==> src/rtl/gpu_pkt_pkg.sv <==
package gpu_pkt_pkg;

  typedef enum logic [1:0] {
    CLS_DROP  = 2'd0,
    CLS_FILL  = 2'd1,
    CLS_POLY  = 2'd2,
    CLS_STATE = 2'd3
  } cmd_class_e;

  typedef enum logic [1:0] {
    ST_HDR  = 2'd0,
    ST_BODY = 2'd1,
    ST_OUT  = 2'd2
  } parse_state_e;

  localparam logic [7:0] OP_FILL    = 8'h02;
  localparam logic [7:0] OP_MODE    = 8'hE1;
  localparam logic [7:0] OP_AREA_TL = 8'hE3;
  localparam logic [7:0] OP_AREA_BR = 8'hE4;
  localparam logic [7:0] OP_OFFSET  = 8'hE5;

  localparam logic PKT_FILL = 1'b0;
  localparam logic PKT_POLY = 1'b1;

endpackage

==> src/rtl/gpu_hdr_decode.sv <==
module gpu_hdr_decode
  import gpu_pkt_pkg::*;
#(
  parameter int LEN_W = 4
) (
  input  logic [7:0]       op,
  output cmd_class_e       cls,
  output logic [LEN_W-1:0] len
);

  logic [LEN_W-1:0] verts;
  logic [LEN_W-1:0] per_vert;
  logic [LEN_W-1:0] shade_extra;

  // length built from the flag bits: vertex count, texture, shading
  always_comb begin
    verts       = op[3] ? LEN_W'(4) : LEN_W'(3);
    per_vert    = op[2] ? LEN_W'(2) : LEN_W'(1);
    shade_extra = op[4] ? (verts - LEN_W'(1)) : '0;
    len         = LEN_W'(1) + LEN_W'(verts * per_vert) + shade_extra;
  end

  always_comb begin
    if (op[7:5] == 3'b001) begin
      cls = CLS_POLY;
    end else if (op == OP_FILL) begin
      cls = CLS_FILL;
    end else if (op == OP_MODE || op == OP_AREA_TL ||
                 op == OP_AREA_BR || op == OP_OFFSET) begin
      cls = CLS_STATE;
    end else begin
      cls = CLS_DROP;
    end
  end

endmodule

==> src/rtl/gpu_state_regs.sv <==
module gpu_state_regs
  import gpu_pkt_pkg::*;
#(
  parameter int X_W    = 10,
  parameter int Y_W    = 9,
  parameter int MODE_W = 11,
  localparam int P_W   = X_W + Y_W
) (
  input  logic              clk,
  input  logic              rst_n,
  input  logic              wr_en,
  input  logic [7:0]        op,
  input  logic [P_W-1:0]    param,
  output logic [MODE_W-1:0] draw_mode,
  output logic [X_W-1:0]    area_x1,
  output logic [Y_W-1:0]    area_y1,
  output logic [X_W-1:0]    area_x2,
  output logic [Y_W-1:0]    area_y2,
  output logic [X_W-1:0]    offs_x,
  output logic [Y_W-1:0]    offs_y
);

  logic mode_en, tl_en, br_en, offs_en;
  logic [X_W-1:0] px;
  logic [Y_W-1:0] py;

  always_comb begin
    mode_en = wr_en && (op == OP_MODE);
    tl_en   = wr_en && (op == OP_AREA_TL);
    br_en   = wr_en && (op == OP_AREA_BR);
    offs_en = wr_en && (op == OP_OFFSET);
    px      = param[X_W-1:0];
    py      = param[P_W-1:X_W];
  end

  always_ff @(posedge clk or negedge rst_n) begin
    if (!rst_n) begin
      draw_mode <= '0;
    end else if (mode_en) begin
      draw_mode <= param[MODE_W-1:0];
    end
  end

  always_ff @(posedge clk or negedge rst_n) begin
    if (!rst_n) begin
      area_x1 <= '0;
      area_y1 <= '0;
    end else if (tl_en) begin
      area_x1 <= px;
      area_y1 <= py;
    end
  end

  always_ff @(posedge clk or negedge rst_n) begin
    if (!rst_n) begin
      area_x2 <= '0;
      area_y2 <= '0;
    end else if (br_en) begin
      area_x2 <= px;
      area_y2 <= py;
    end
  end

  always_ff @(posedge clk or negedge rst_n) begin
    if (!rst_n) begin
      offs_x <= '0;
      offs_y <= '0;
    end else if (offs_en) begin
      offs_x <= px;
      offs_y <= py;
    end
  end

endmodule

==> src/rtl/gpu_pkt_buffer.sv <==
module gpu_pkt_buffer #(
  parameter int MAX_WORDS = 12,
  parameter int WORD_W    = 32,
  parameter int IDX_W     = 4
) (
  input  logic                        clk,
  input  logic                        rst_n,
  input  logic                        wr_en,
  input  logic [IDX_W-1:0]            wr_idx,
  input  logic [WORD_W-1:0]           wr_data,
  output logic [MAX_WORDS*WORD_W-1:0] words
);

  for (genvar g = 0; g < MAX_WORDS; g++) begin : g_slot
    logic slot_en;
    logic [WORD_W-1:0] slot_q;

    always_comb slot_en = wr_en && (wr_idx == IDX_W'(g));

    always_ff @(posedge clk or negedge rst_n) begin
      if (!rst_n) begin
        slot_q <= '0;
      end else if (slot_en) begin
        slot_q <= wr_data;
      end
    end

    assign words[g*WORD_W +: WORD_W] = slot_q;
  end

endmodule

==> src/rtl/gpu_cmd_parser.sv <==
module gpu_cmd_parser
  import gpu_pkt_pkg::*;
#(
  parameter int MAX_WORDS = 12,
  parameter int X_W       = 10,
  parameter int Y_W       = 9,
  parameter int MODE_W    = 11,
  localparam int WORD_W   = 32,
  localparam int CNT_W    = $clog2(MAX_WORDS + 1)
) (
  input  logic                        clk,
  input  logic                        rst_n,
  input  logic                        in_valid,
  input  logic [WORD_W-1:0]           in_data,
  output logic                        in_ready,
  output logic                        pkt_valid,
  input  logic                        pkt_ready,
  output logic                        pkt_kind,
  output logic [CNT_W-1:0]            pkt_len,
  output logic [MAX_WORDS*WORD_W-1:0] pkt_data,
  output logic [MODE_W-1:0]           draw_mode,
  output logic [X_W-1:0]              area_x1,
  output logic [Y_W-1:0]              area_y1,
  output logic [X_W-1:0]              area_x2,
  output logic [Y_W-1:0]              area_y2,
  output logic [X_W-1:0]              offs_x,
  output logic [Y_W-1:0]              offs_y
);

  parse_state_e     state_q, state_d;
  logic [CNT_W-1:0] cnt_q, cnt_d, cnt_inc;
  logic [CNT_W-1:0] len_q, len_d;
  logic             kind_q, kind_d;
  logic             accept;
  logic             buf_wr;
  logic [CNT_W-1:0] buf_idx;
  logic             st_wr;
  cmd_class_e       hdr_cls;
  logic [CNT_W-1:0] hdr_len;

  gpu_hdr_decode #(.LEN_W(CNT_W)) u_dec (
    .op  (in_data[31:24]),
    .cls (hdr_cls),
    .len (hdr_len)
  );

  gpu_state_regs #(.X_W(X_W), .Y_W(Y_W), .MODE_W(MODE_W)) u_regs (
    .clk       (clk),
    .rst_n     (rst_n),
    .wr_en     (st_wr),
    .op        (in_data[31:24]),
    .param     (in_data[X_W+Y_W-1:0]),
    .draw_mode (draw_mode),
    .area_x1   (area_x1),
    .area_y1   (area_y1),
    .area_x2   (area_x2),
    .area_y2   (area_y2),
    .offs_x    (offs_x),
    .offs_y    (offs_y)
  );

  gpu_pkt_buffer #(.MAX_WORDS(MAX_WORDS), .WORD_W(WORD_W), .IDX_W(CNT_W)) u_buf (
    .clk     (clk),
    .rst_n   (rst_n),
    .wr_en   (buf_wr),
    .wr_idx  (buf_idx),
    .wr_data (in_data),
    .words   (pkt_data)
  );

  always_comb begin
    in_ready = (state_q != ST_OUT);
    accept   = in_valid && in_ready;
    cnt_inc  = cnt_q + CNT_W'(1);
    state_d  = state_q;
    cnt_d    = cnt_q;
    len_d    = len_q;
    kind_d   = kind_q;
    buf_wr   = 1'b0;
    buf_idx  = cnt_q;
    st_wr    = 1'b0;
    case (state_q)
      ST_HDR: begin
        if (accept) begin
          buf_idx = '0;
          case (hdr_cls)
            CLS_FILL: begin
              buf_wr  = 1'b1;
              len_d   = CNT_W'(3);
              kind_d  = PKT_FILL;
              cnt_d   = CNT_W'(1);
              state_d = ST_BODY;
            end
            CLS_POLY: begin
              buf_wr  = 1'b1;
              len_d   = hdr_len;
              kind_d  = PKT_POLY;
              cnt_d   = CNT_W'(1);
              state_d = ST_BODY;
            end
            CLS_STATE: st_wr = 1'b1;
            default:   ;
          endcase
        end
      end
      ST_BODY: begin
        if (accept) begin
          buf_wr = 1'b1;
          cnt_d  = cnt_inc;
          if (cnt_inc == len_q) begin
            state_d = ST_OUT;
          end
        end
      end
      ST_OUT: begin
        if (pkt_ready) begin
          state_d = ST_HDR;
        end
      end
      default: state_d = ST_HDR;
    endcase
  end

  always_ff @(posedge clk or negedge rst_n) begin
    if (!rst_n) begin
      state_q <= ST_HDR;
      cnt_q   <= '0;
      len_q   <= '0;
      kind_q  <= 1'b0;
    end else begin
      state_q <= state_d;
      cnt_q   <= cnt_d;
      len_q   <= len_d;
      kind_q  <= kind_d;
    end
  end

  assign pkt_valid = (state_q == ST_OUT);
  assign pkt_kind  = kind_q;
  assign pkt_len   = len_q;

endmodule

==> config.mk <==
export PLATFORM = sky130hd
export DESIGN_NAME = gpu_cmd_parser
export DESIGN_NICKNAME = d
export VERILOG_FILES = /design/src/rtl/gpu_pkt_pkg.sv /design/src/rtl/gpu_hdr_decode.sv /design/src/rtl/gpu_state_regs.sv /design/src/rtl/gpu_pkt_buffer.sv /design/src/rtl/gpu_cmd_parser.sv
export SDC_FILE = /design/constraint.sdc
export NUM_CORES = 1
export LEC_CHECK = 0
export ABC_AREA = 1
export ABC_CLOCK_PERIOD_IN_PS = 4400
export BUFFER_PORTS_ARGS = -buffer_cell sky130_fd_sc_hd__buf_2
export CAP_MARGIN = 20
export CORE_ASPECT_RATIO = 1.5
export CORE_UTILIZATION = 50
export CTS_BUF_LIST = sky130_fd_sc_hd__clkbuf_4
export CTS_CLUSTER_DIAMETER = 150
export DETAILED_ROUTE_END_ITERATION = 6
export GPL_ROUTABILITY_DRIVEN = 0
export HOLD_SLACK_MARGIN = 0.1
export PLACE_DENSITY = 0.82
export SYNTH_ARGS = -nofsm -noshare
export SYNTH_HDL_FRONTEND = slang
export SYNTH_HIERARCHICAL = 1
export SYNTH_SLANG_ARGS = --single-unit
==> constraint.sdc <==
create_clock -name clk -period 4.4 [get_ports clk]
set_clock_uncertainty 0.05 [all_clocks]
set_input_delay 0.66 -clock clk [delete_from_list [all_inputs] [get_ports clk]]
set_output_delay 0.66 -clock clk [all_outputs]
set_load 0.02 [all_outputs]
==> flow_summary.toml, run 1 <==
[placement]
dp_hpwl_microns = 43300
io_buffers = 494

[clock_network]
postCtsSetupBuffers = 0
h-tree-depth = 3
postCtsHoldBufs = 2
cts_buffers = 108
clock-root-buffer = "clkbuf_4"
max-clock-path-buffers = 3
cts_num_sinks = 463
insertion_delay_ps = 840
cts_resized = 0
clkTransAtPathRegs_ps = 70
cts_tree = "yes"

[timing]
tns_ps = 0
hold_violations = 0
slew_headroom_pct = 40.6
fmax_mhz = 309
period_share_pct = 73.5
setup_violations = 0
min_period_ps = 3230
drv_slew = 0
rsz0062_at_grt = "no"
tightest_slew_ps = 891

[yosys]
ys_ff_latch = 463
synth_area_leaders = "dfrtp_1, nand2_1, nand4_1, nand3_1, clkbuf_1"
ys_types = 33
netlist.top_cell.by_area = "dfrtp_1"
seq_area_frac_synth_pct = 60.7
yosysMostFrequentCell = "nand2_1"
avgSynthCellArea_sq_um = 8.83
synth_area_sq_mm = 0.0191
yosysWarnings = 6
yosys.area.top_type_share_pct = 60.7
syn_inst = 2161
async_flop_share_pct = 100
ys_top_cells_by_count = "nand2_1, dfrtp_1, nand3_1"
synth_flop_cell = "dfrtp_1"
synth-edff-count = 0
syn_nets = 2208

[finish]
area_growth_pct = 21.4
final_layout_size_suffix_gt1_share_pct = 27.0
nets = 2679

[setup_path]
worstPathMaxFanout = 23
path_class = "primary input to register"
cpPeakStageDelay_ps = 400
crit_path_cell_trace = "buf_2 > inv_1 > ha_1 > nand2_1 > nand2_1 > nand2_1 > nand2_1 > ha_1 > nor2_4 > inv_2 > nand2_4 > nand2_1 > nor2_4 > nand2_1 > buf_4 > nand2_1 > nand2_1"
path_buf_inv = 4
worstSetupEndpointType = "register"
slowest_stage = "buf_2"
cp_data_required_time_ps = 5020
r2r_start = "state_q[1]$_DFFE_PN0P_"
cp-startpoint = "in_data[27]"
critPathMostFrequentCell = "nand2_1"
cp-start-kind = "primary input"
critPathArrivalTime_ps = 3860
cpLargestDelayFamily = "simple AND/OR/NAND/NOR gates"

[grt]
grt_util_met2_pct = 55.6
grt_start_max_net_pins = 104
antenna_found_initial = 2
grt_pass1_vias = 17700
grtUsageMet1_pct = 40.8
grt_pass1_wl_microns = 101000
grt_overflow = 0
track_usage_pct = 34.5
busiest_layer = "met2"
use_met3_pct = 8.73

[route]
num_vias = 18200
first_pass_iters = 6
drcViolationCount = 0
viasPerCell = 5.69
wl_per_cell_microns = 21.2
wirelength_microns = 67800
drt_iter0_markers = 2214
ant_nets = 0

[power_and_ir_drop]
total_power_mw = 15.7
leakagePower_nw = 14.0
powerDensity_mw_per_mm2 = 679
ir_drop_uv = 414

[floorplan]
rows = 87
die_y_microns = 241
initial_core_util_pct = 50.8
die-area_sq_mm = 0.0389
ios = 495
core_sq_mm = 0.0376
die_x_microns = 161

[outcome]
status = "finished, final reports clean"

[flow_run]
cap_violations = 0

[worst_hold_path]
min_from = "in_data[22]"
holdCritPathClass = "primary input to register"
-- registers in the layout (all words and copies together), names as in the netlist --
signal,flops
u_regs/area_y1,9
u_regs/area_x2,10
u_regs/area_y2,9
pkt_kind,1
u_regs/area_x1,10
u_regs/offs_x,10
pkt_len,4
u_regs/offs_y,9
state_q,2
u_regs/draw_mode,11
cnt_q,4
u_buf/g_slot.slot_q,384
-- logic make-up after synthesis --
group                      count (synthesis)  synth area share [%]
DFF                                      463                  60.7
and+or+nand+nor                         1467                  33.2
xor gates and xnor gates                   3                 0.138
adders and majority gates                 11                 0.800
AOI/OAI and AO/OA                          9                 0.302
buffers and inverters                    208                  4.84
-- worst register-to-register path: cells and delay by family (launching register included) --
family,cells,cell delay [ps]
buffers and inverters,4,1060
flip-flops,1,420
AND/OR/NAND/NOR,7,1330
-- layer usage --
metal / wire length (microns) / share of wire (%)
met5: 0 / 0
met4: 4030 / 5.9
met3: 6860 / 10
met2: 32900 / 48
met1: 24000 / 35
-- final timing paths --
path | to | slack, ps | depth (start not counted)
max in group asynchronous | u_buf/g_slot[3].slot_q[31]$_DFFE_PN0P_ | 2620 | 3
min in group asynchronous | u_buf/g_slot[0].slot_q[11]$_DFFE_PN0P_ | 470 | 2
worst max register to register | u_buf/g_slot[4].slot_q[9]$_DFFE_PN0P_ | 1390 | 11
worst max-delay path | u_buf/g_slot[10].slot_q[19]$_DFFE_PN0P_ | 1170 | 17
worst min register to register | u_buf/g_slot[1].slot_q[12]$_DFFE_PN0P_ | 410 | 2
worst min-delay path | u_buf/g_slot[7].slot_q[22]$_DFFE_PN0P_ | 200 | 3
-- report_power, final --
| part | switching [mW] | total (mW) | internal (mW) |
|---|---|---|---|
| combinational | 4.32 | 5.96 | 1.64 |
| sequential | 0.836 | 6.47 | 5.63 |
| clock | 1.71 | 3.31 | 1.60 |
-- area by class of cell --
type | instances | area (sq um)
fillers | 3148 | 14400
well taps | 489 | 612
clock inverters | 35 | 151
multi-input cells | 1490 | 6630
inverters | 35 | 131
flip-flops and latches | 463 | 11600
diodes | 2 | 5.00
repair buffers | 534 | 2900
clock buffers | 153 | 1150
-- stage by stage --
step	cell area [sq um]	util (%)	setup WS [ps]	instances	hold WS [ps]
global route	23200	61.7	1020	3201	177
finish	23200	61.7	1170	3201	204
global placement	21800	58.1	641	3009	398
detailed placement	21800	58.1	495	3009	403
floorplan	19100	-	1430	2161	314
CTS	23200	61.7	1340	3199	142
-- cell usage in the layout (no fill, tap or decap), types with 12 or more instances in the layout --
master / count
nor2_1: 12
buf_4: 29
nand2_1: 1054
nor2_4: 12
clkinv_1: 26
dfrtp_1: 463
clkbuf_4: 153
nand4_1: 166
buf_2: 493
nand3_1: 206
inv_1: 27
Power figures use the tool's default switching activity.
==> inputs of run 2 (changes only) <==
- ABC_AREA: 1 -> 0
- ABC_CLOCK_PERIOD_IN_PS: 4400 -> 3220
- CORE_ASPECT_RATIO: 1.5 -> not set
- PLACE_DENSITY: 0.82 -> 0.83
- clock period: 4.4 -> 3.22 ns (I/O delays scaled with it)
==> run 2 against run 1 <==
Net effect:
- the flow now finishes with violations (design-rule violations)
- worst hold slack better by 3.1 ps
- non-clock buffer count is 47 higher
- design area is 0.82% higher
- synthesized area is 4.5% lower
- sequential power is 34% higher
- sequential share of layout area is 0.41 points lower
- count of clock-buffer cells in the layout is 6 higher
- largest cell class unchanged
==> flow_summary.toml, run 2 <==
[outcome]
status = "complete, but fails checks"
violations = "design-rule violations"

[route]
wl_per_cell_microns = 22.9
num_vias = 12100
drt_iter0_markers = 578
wirelength_microns = 51600
first_pass_iters = 7
ant_nets = 0
drcViolationCount = 71
viasPerCell = 5.36

[floorplan]
core_sq_mm = 0.0357
die_x_microns = 193
ios = 495
rows = 69
die_y_microns = 193
die-area_sq_mm = 0.0372
initial_core_util_pct = 50.9

[finish]
final_core_util_pct = 65.3
final_layout_size_suffix_gt1_share_pct = 66.4
largest_register_ffs = 384
final_cell_mix = "buf_2, dfrtp_1, mux2_2, clkbuf_4, mux2_4"
layout_commonest_cell = "buf_2"
nets = 1766
layoutNonFillerInstCount = 2254
area_growth_pct = 28.2
top_register = "u_buf/g_slot.slot_q"
reg_top3 = "u_buf/g_slot.slot_q (384), u_regs/draw_mode (11)"

[yosys]
ys_top_cells_by_count = "dfrtp_1, mux2_2, mux2_4"
ys_ff_latch = 463
yosys.area.top_type_share_pct = 63.6
synth_area_leaders = "dfrtp_1, mux2_2, mux2_4, mux2_1, buf_2"
yosysMostFrequentCell = "dfrtp_1"
syn_nets = 1148
netlist.top_cell.by_area = "dfrtp_1"
seq_area_frac_synth_pct = 63.6
synth_area_sq_mm = 0.0182
syn_inst = 1101
yosysWarnings = 6
synth-edff-count = 0
synth_flop_cell = "dfrtp_1"
async_flop_share_pct = 100
avgSynthCellArea_sq_um = 16.5
ys_types = 49

[setup_path]
cp_data_required_time_ps = 3820
cpLargestDelayFamily = "buffers and inverters"
cp-start-kind = "primary input"
r2r_setup_slack_ps = 570
cpPeakStageDelay_ps = 540
path_class = "primary input to register"
slowest_stage = "dlygate4sd3_1"
critPathArrivalTime_ps = 3730
worstSetupEndpointType = "register"
crit_path_cell_trace = "dlygate4sd3_1 > buf_2 > and4bb_1 > nand2_1 > a21oi_1 > inv_1 > ha_1 > nor4b_2 > nor2_1 > inv_2 > nor3b_4 > buf_4 > nand3b_1 > buf_12 > mux2_2"
worstPathMaxFanout = 25
path_buf_inv = 6

[placement]
io_buffers = 494
dp.cells = 2042
pre_cts_slack_ps = -380
dp_hpwl_microns = 35100

[timing]
hold_violations = 0
drv_slew = 0
finalHoldWorstSlack_ps = 208
min_period_ps = 3130
slew_headroom_pct = 50.5
setup_slack_ps = 92.9
setup_violations = 0
fmax_mhz = 320
tightest_slew_ps = 743
rsz0062_at_grt = "no"
period_share_pct = 97.1

[power_and_ir_drop]
powerDensity_mw_per_mm2 = 904
ir_drop_uv = 631
total_power_mw = 21.1
leakagePower_nw = 12.9

[grt]
track_usage_pct = 27.5
grt_overflow = 0
grt_pass1_wl_microns = 76300
grt_pass1_vias = 13000
antenna_found_initial = 1
grt_start_max_net_pins = 86

[clock_network]
cts_num_sinks = 463
cts_tree = "yes"
insertion_delay_ps = 810
cts_buffers = 115
postCtsHoldBufs = 21
clkTransAtPathRegs_ps = 60
postCtsSetupBuffers = 0
max-clock-path-buffers = 3
cts_resized = 0
h-tree-depth = 3
clock-root-buffer = "clkbuf_4"

[worst_hold_path]
holdCritPathClass = "primary input to register"

[flow_run]
cap_violations = 0
-- run 2: where the power goes --
part / switching [mW] / leakage [nW] / total (mW) / internal [mW]
registers: 1.01 / 6.14 / 8.66 / 7.65
clock network: 2.31 / 0.833 / 4.81 / 2.50
logic: 4.52 / 5.96 / 7.64 / 3.12
total: 7.85 / 12.9 / 21.1 / 13.3
-- run 2: path summary, 6_finish.rpt --
kind | from | end | cells past startpoint
max | in_data[24] | u_buf/g_slot[1].slot_q[0]$_DFFE_PN0P_ | 15
max in group asynchronous | rst_n | state_q[0]$_DFFE_PN0P_ | 3
min in group asynchronous | rst_n | u_buf/g_slot[5].slot_q[21]$_DFFE_PN0P_ | 2
min reg2reg | u_buf/g_slot[10].slot_q[5]$_DFFE_PN0P_ | u_buf/g_slot[10].slot_q[5]$_DFFE_PN0P_ | 1
min | in_data[4] | u_buf/g_slot[10].slot_q[4]$_DFFE_PN0P_ | 2
max reg2reg | state_q[0]$_DFFE_PN0P_ | u_regs/area_x1[5]$_DFFE_PN0P_ | 6
-- run 2: kinds of logic (layout without fill, tap and decap cells) --
kind of cell,after synthesis,after routing,share of synthesized area [%]
compound gates,17,17,0.667
xor+xnor,10,10,0.481
fa+ha+maj,11,11,0.838
buf+inv,92,782,2.61
flops,463,463,63.6
mux,455,455,29.6
other cells,0,2,0
simple gates,53,53,2.18
-- run 2: layout make-up --
cell class | instances | area [sq um]
Sequential cell | 463 | 11600
Fill cell | 2521 | 12400
Clock inverter | 30 | 206
Inverter | 12 | 45.0
Multi-Input combinational cell | 546 | 6210
Tap cell | 461 | 577
Clock buffer | 159 | 1190
Timing Repair Buffer | 581 | 3530
Antenna cell | 2 | 5.00
-- run 2: through the flow --
step                area [sq um]  setup TNS (ps)
floorplan                  18200           -2740
global placement           21700          -79420
detailed placement         21700         -103800
CTS                        23300               0
global route               23400               0
finish                     23400               0
-- run 2: routing by layer --
layer  global-route usage, %  up-vias  share of wire (%)
met5                       0        -                  0
met4                    13.1        0                3.5
met3                    8.73      107                8.2
met2                    45.0      508                 49
met1                    32.8     6293                 40
li1                        -     5166                  -
==> inputs of run 3 (changes only) <==
- CELL_PAD_IN_SITES_DETAIL_PLACEMENT: not set -> 2
- CELL_PAD_IN_SITES_GLOBAL_PLACEMENT: not set -> 2
- CORE_ASPECT_RATIO: not set -> 1.5
- CORE_UTILIZATION: 50 -> 38
- PLACE_DENSITY: 0.83 -> 0.89
==> run 3 against run 2 <==
Net effect:
- setup slack improved by 9.6 ps
- largest power group unchanged
- register-to-register slack better by 120 ps
- worst hold slack worse by 19 ps
- die area up 31%
- the run now ends clean
- first-iteration DRC count shrank 36%
- non-clock buffer count is 11 lower
- combinational power rose by 5.2%
==> flow_summary.toml, run 3 (same netlist as run 2, synthesis figures left out) <==
[timing]
finalHoldWorstSlack_ps = 189
fmax_mhz = 321
drv_slew = 0
slew_headroom_pct = 64.0
period_share_pct = 96.8
tightest_slew_ps = 540
setup_slack_ps = 103
min_period_ps = 3120
setup_violations = 0
hold_violations = 0
tns_ps = 0
rsz0062_at_grt = "no"

[floorplan]
die_y_microns = 270
rows = 97
die-area_sq_mm = 0.0488
ios = 495
initial_core_util_pct = 38.8
die_x_microns = 181
core_sq_mm = 0.0470

[setup_path]
crit_path_cell_trace = "dlygate4sd3_1 > buf_2 > nor2_1 > nand2_1 > a21oi_2 > inv_1 > ha_1 > nor4b_4 > nor2_1 > inv_2 > nand3b_4 > or3_2 > buf_4 > mux2_4"
worstRegToRegCells = 7
worstSetupEndpointType = "register"
r2r_setup_slack_ps = 690
path_buf_inv = 5
critPathArrivalTime_ps = 3720
critPathMostFrequentCell = "nor2_1"
slowest_stage = "dlygate4sd3_1"
worstPathMaxFanout = 13
timing.rr.end = "u_buf/g_slot[9].slot_q[5]$_DFFE_PN0P_"
cp_data_required_time_ps = 3830
r2r_start = "state_q[0]$_DFFE_PN0P_"
cpPeakStageDelay_ps = 540
path_class = "primary input to register"
cp-start-kind = "primary input"
cpLargestDelayFamily = "simple AND/OR/NAND/NOR gates"

[finish]
layout_commonest_cell = "buf_2"
fin_area_sq_mm = 0.0233
final_core_util_pct = 49.6
final_cell_mix = "buf_2, dfrtp_1, mux2_2, clkbuf_4, mux2_4"
final_layout_size_suffix_gt1_share_pct = 66.3
area_growth_pct = 28.0
top_register = "u_buf/g_slot.slot_q"
reg_top3 = "u_buf/g_slot.slot_q (384), u_regs/draw_mode (11)"
largest_register_ffs = 384
nets = 1751
layoutNonFillerInstCount = 2376

[placement]
io_buffers = 494
dp.cells = 2169
placed_cell_area_sq_mm = 0.0218
pre_cts_slack_ps = -489
dp_hpwl_microns = 45600

[worst_hold_path]
min_path_cells = 2
holdCritPathClass = "primary input to register"
hold_end = "u_buf/g_slot[4].slot_q[13]$_DFFE_PN0P_"
min_from = "in_data[13]"

[route]
first_pass_iters = 4
wl_per_cell_microns = 28.4
wirelength_microns = 67400
drcViolationCount = 0
ant_nets = 0
num_vias = 12300
drt_iter0_markers = 370
viasPerCell = 5.17

[grt]
grt_pass1_vias = 14700
grt_pass1_wl_microns = 100000
track_usage_pct = 28.0
grt_overflow = 0
grt_start_max_net_pins = 93
antenna_found_initial = 3

[power_and_ir_drop]
ir_drop_uv = 501
total_power_mw = 21.5
powerDensity_mw_per_mm2 = 921
leakagePower_nw = 12.8

[clock_network]
cts_tree = "yes"
clkTransAtPathRegs_ps = 70
insertion_delay_ps = 800
cts_num_sinks = 463
h-tree-depth = 3
max-clock-path-buffers = 3
cts_buffers = 111
clock-root-buffer = "clkbuf_4"

[flow_run]
cap_violations = 0

[outcome]
status = "finished, final reports clean"
-- run 3: cell count changes in the layout (fill, tap and decap cells not counted), sizes merged --
cell | before | now
clkinv | 26 | 31
bufinv | 3 | 0
buf | 560 | 555
dlygate4sd3 | 21 | 15
clkbuf | 159 | 153
clkinvlp | 0 | 2
diode | 2 | 4
-- run 3: worst max path at each step --
stage,startpoint,cells after the start,endpoint
after CTS,in_data[30],14,u_buf/g_slot[4].slot_q[7]$_DFFE_PN0P_
after floorplan,in_data[27],15,u_buf/g_slot[3].slot_q[21]$_DFFE_PN0P_
after global placement,in_data[27],15,u_buf/g_slot[4].slot_q[3]$_DFFE_PN0P_
final,in_data[30],14,u_buf/g_slot[8].slot_q[25]$_DFFE_PN0P_
after global routing,in_data[30],14,u_buf/g_slot[4].slot_q[7]$_DFFE_PN0P_
after detailed placement,in_data[27],15,u_buf/g_slot[4].slot_q[7]$_DFFE_PN0P_
-- run 3: cell type report --
cell class	instances	area, sq um
fillers	4496	23700
flip-flops and latches	463	11600
multi-input cells	546	6230
repair buffers	570	3400
clock buffers	153	1150
well taps	594	743
clock inverters	34	154
inverters	12	45.0
diodes	4	10.0
-- run 3: worst reg2reg max path, stage by stage, from the launching register on --
cell and delay, ps:
dfrtp_1 500, nor3b_1 100, buf_4 160, nor2b_1 430, nand2b_1 270, nor2_4 260
buf_12 250, mux2_2 380
-- run 3: metal layers --
| metal | part of all wire [%] | global-route usage, % | vias up |
|---|---|---|---|
| li1 | - | - | 5108 |
| met1 | 34 | 28.3 | 6424 |
| met3 | 6.4 | 7.39 | 193 |
| met5 | 0 | 0 | - |
| met4 | 6.0 | 16.7 | 0 |
| met2 | 53 | 51.1 | 558 |
-- run 3: what timing repair did --
action,in CTS,in global routing
endpoints found under the setup margin,0,76
hold buffers,16,0
resized for setup,0,2
endpoints found under the hold margin,511,0
buffers inserted,0,0
-- run 3: where the power goes --
part           total, mW  internal, mW  switching [mW]  leakage [nW]
Combinational       8.04          3.11            4.93          5.90
Sequential          8.83          7.65            1.19          6.14
Clock               4.61          2.19            2.42         0.769
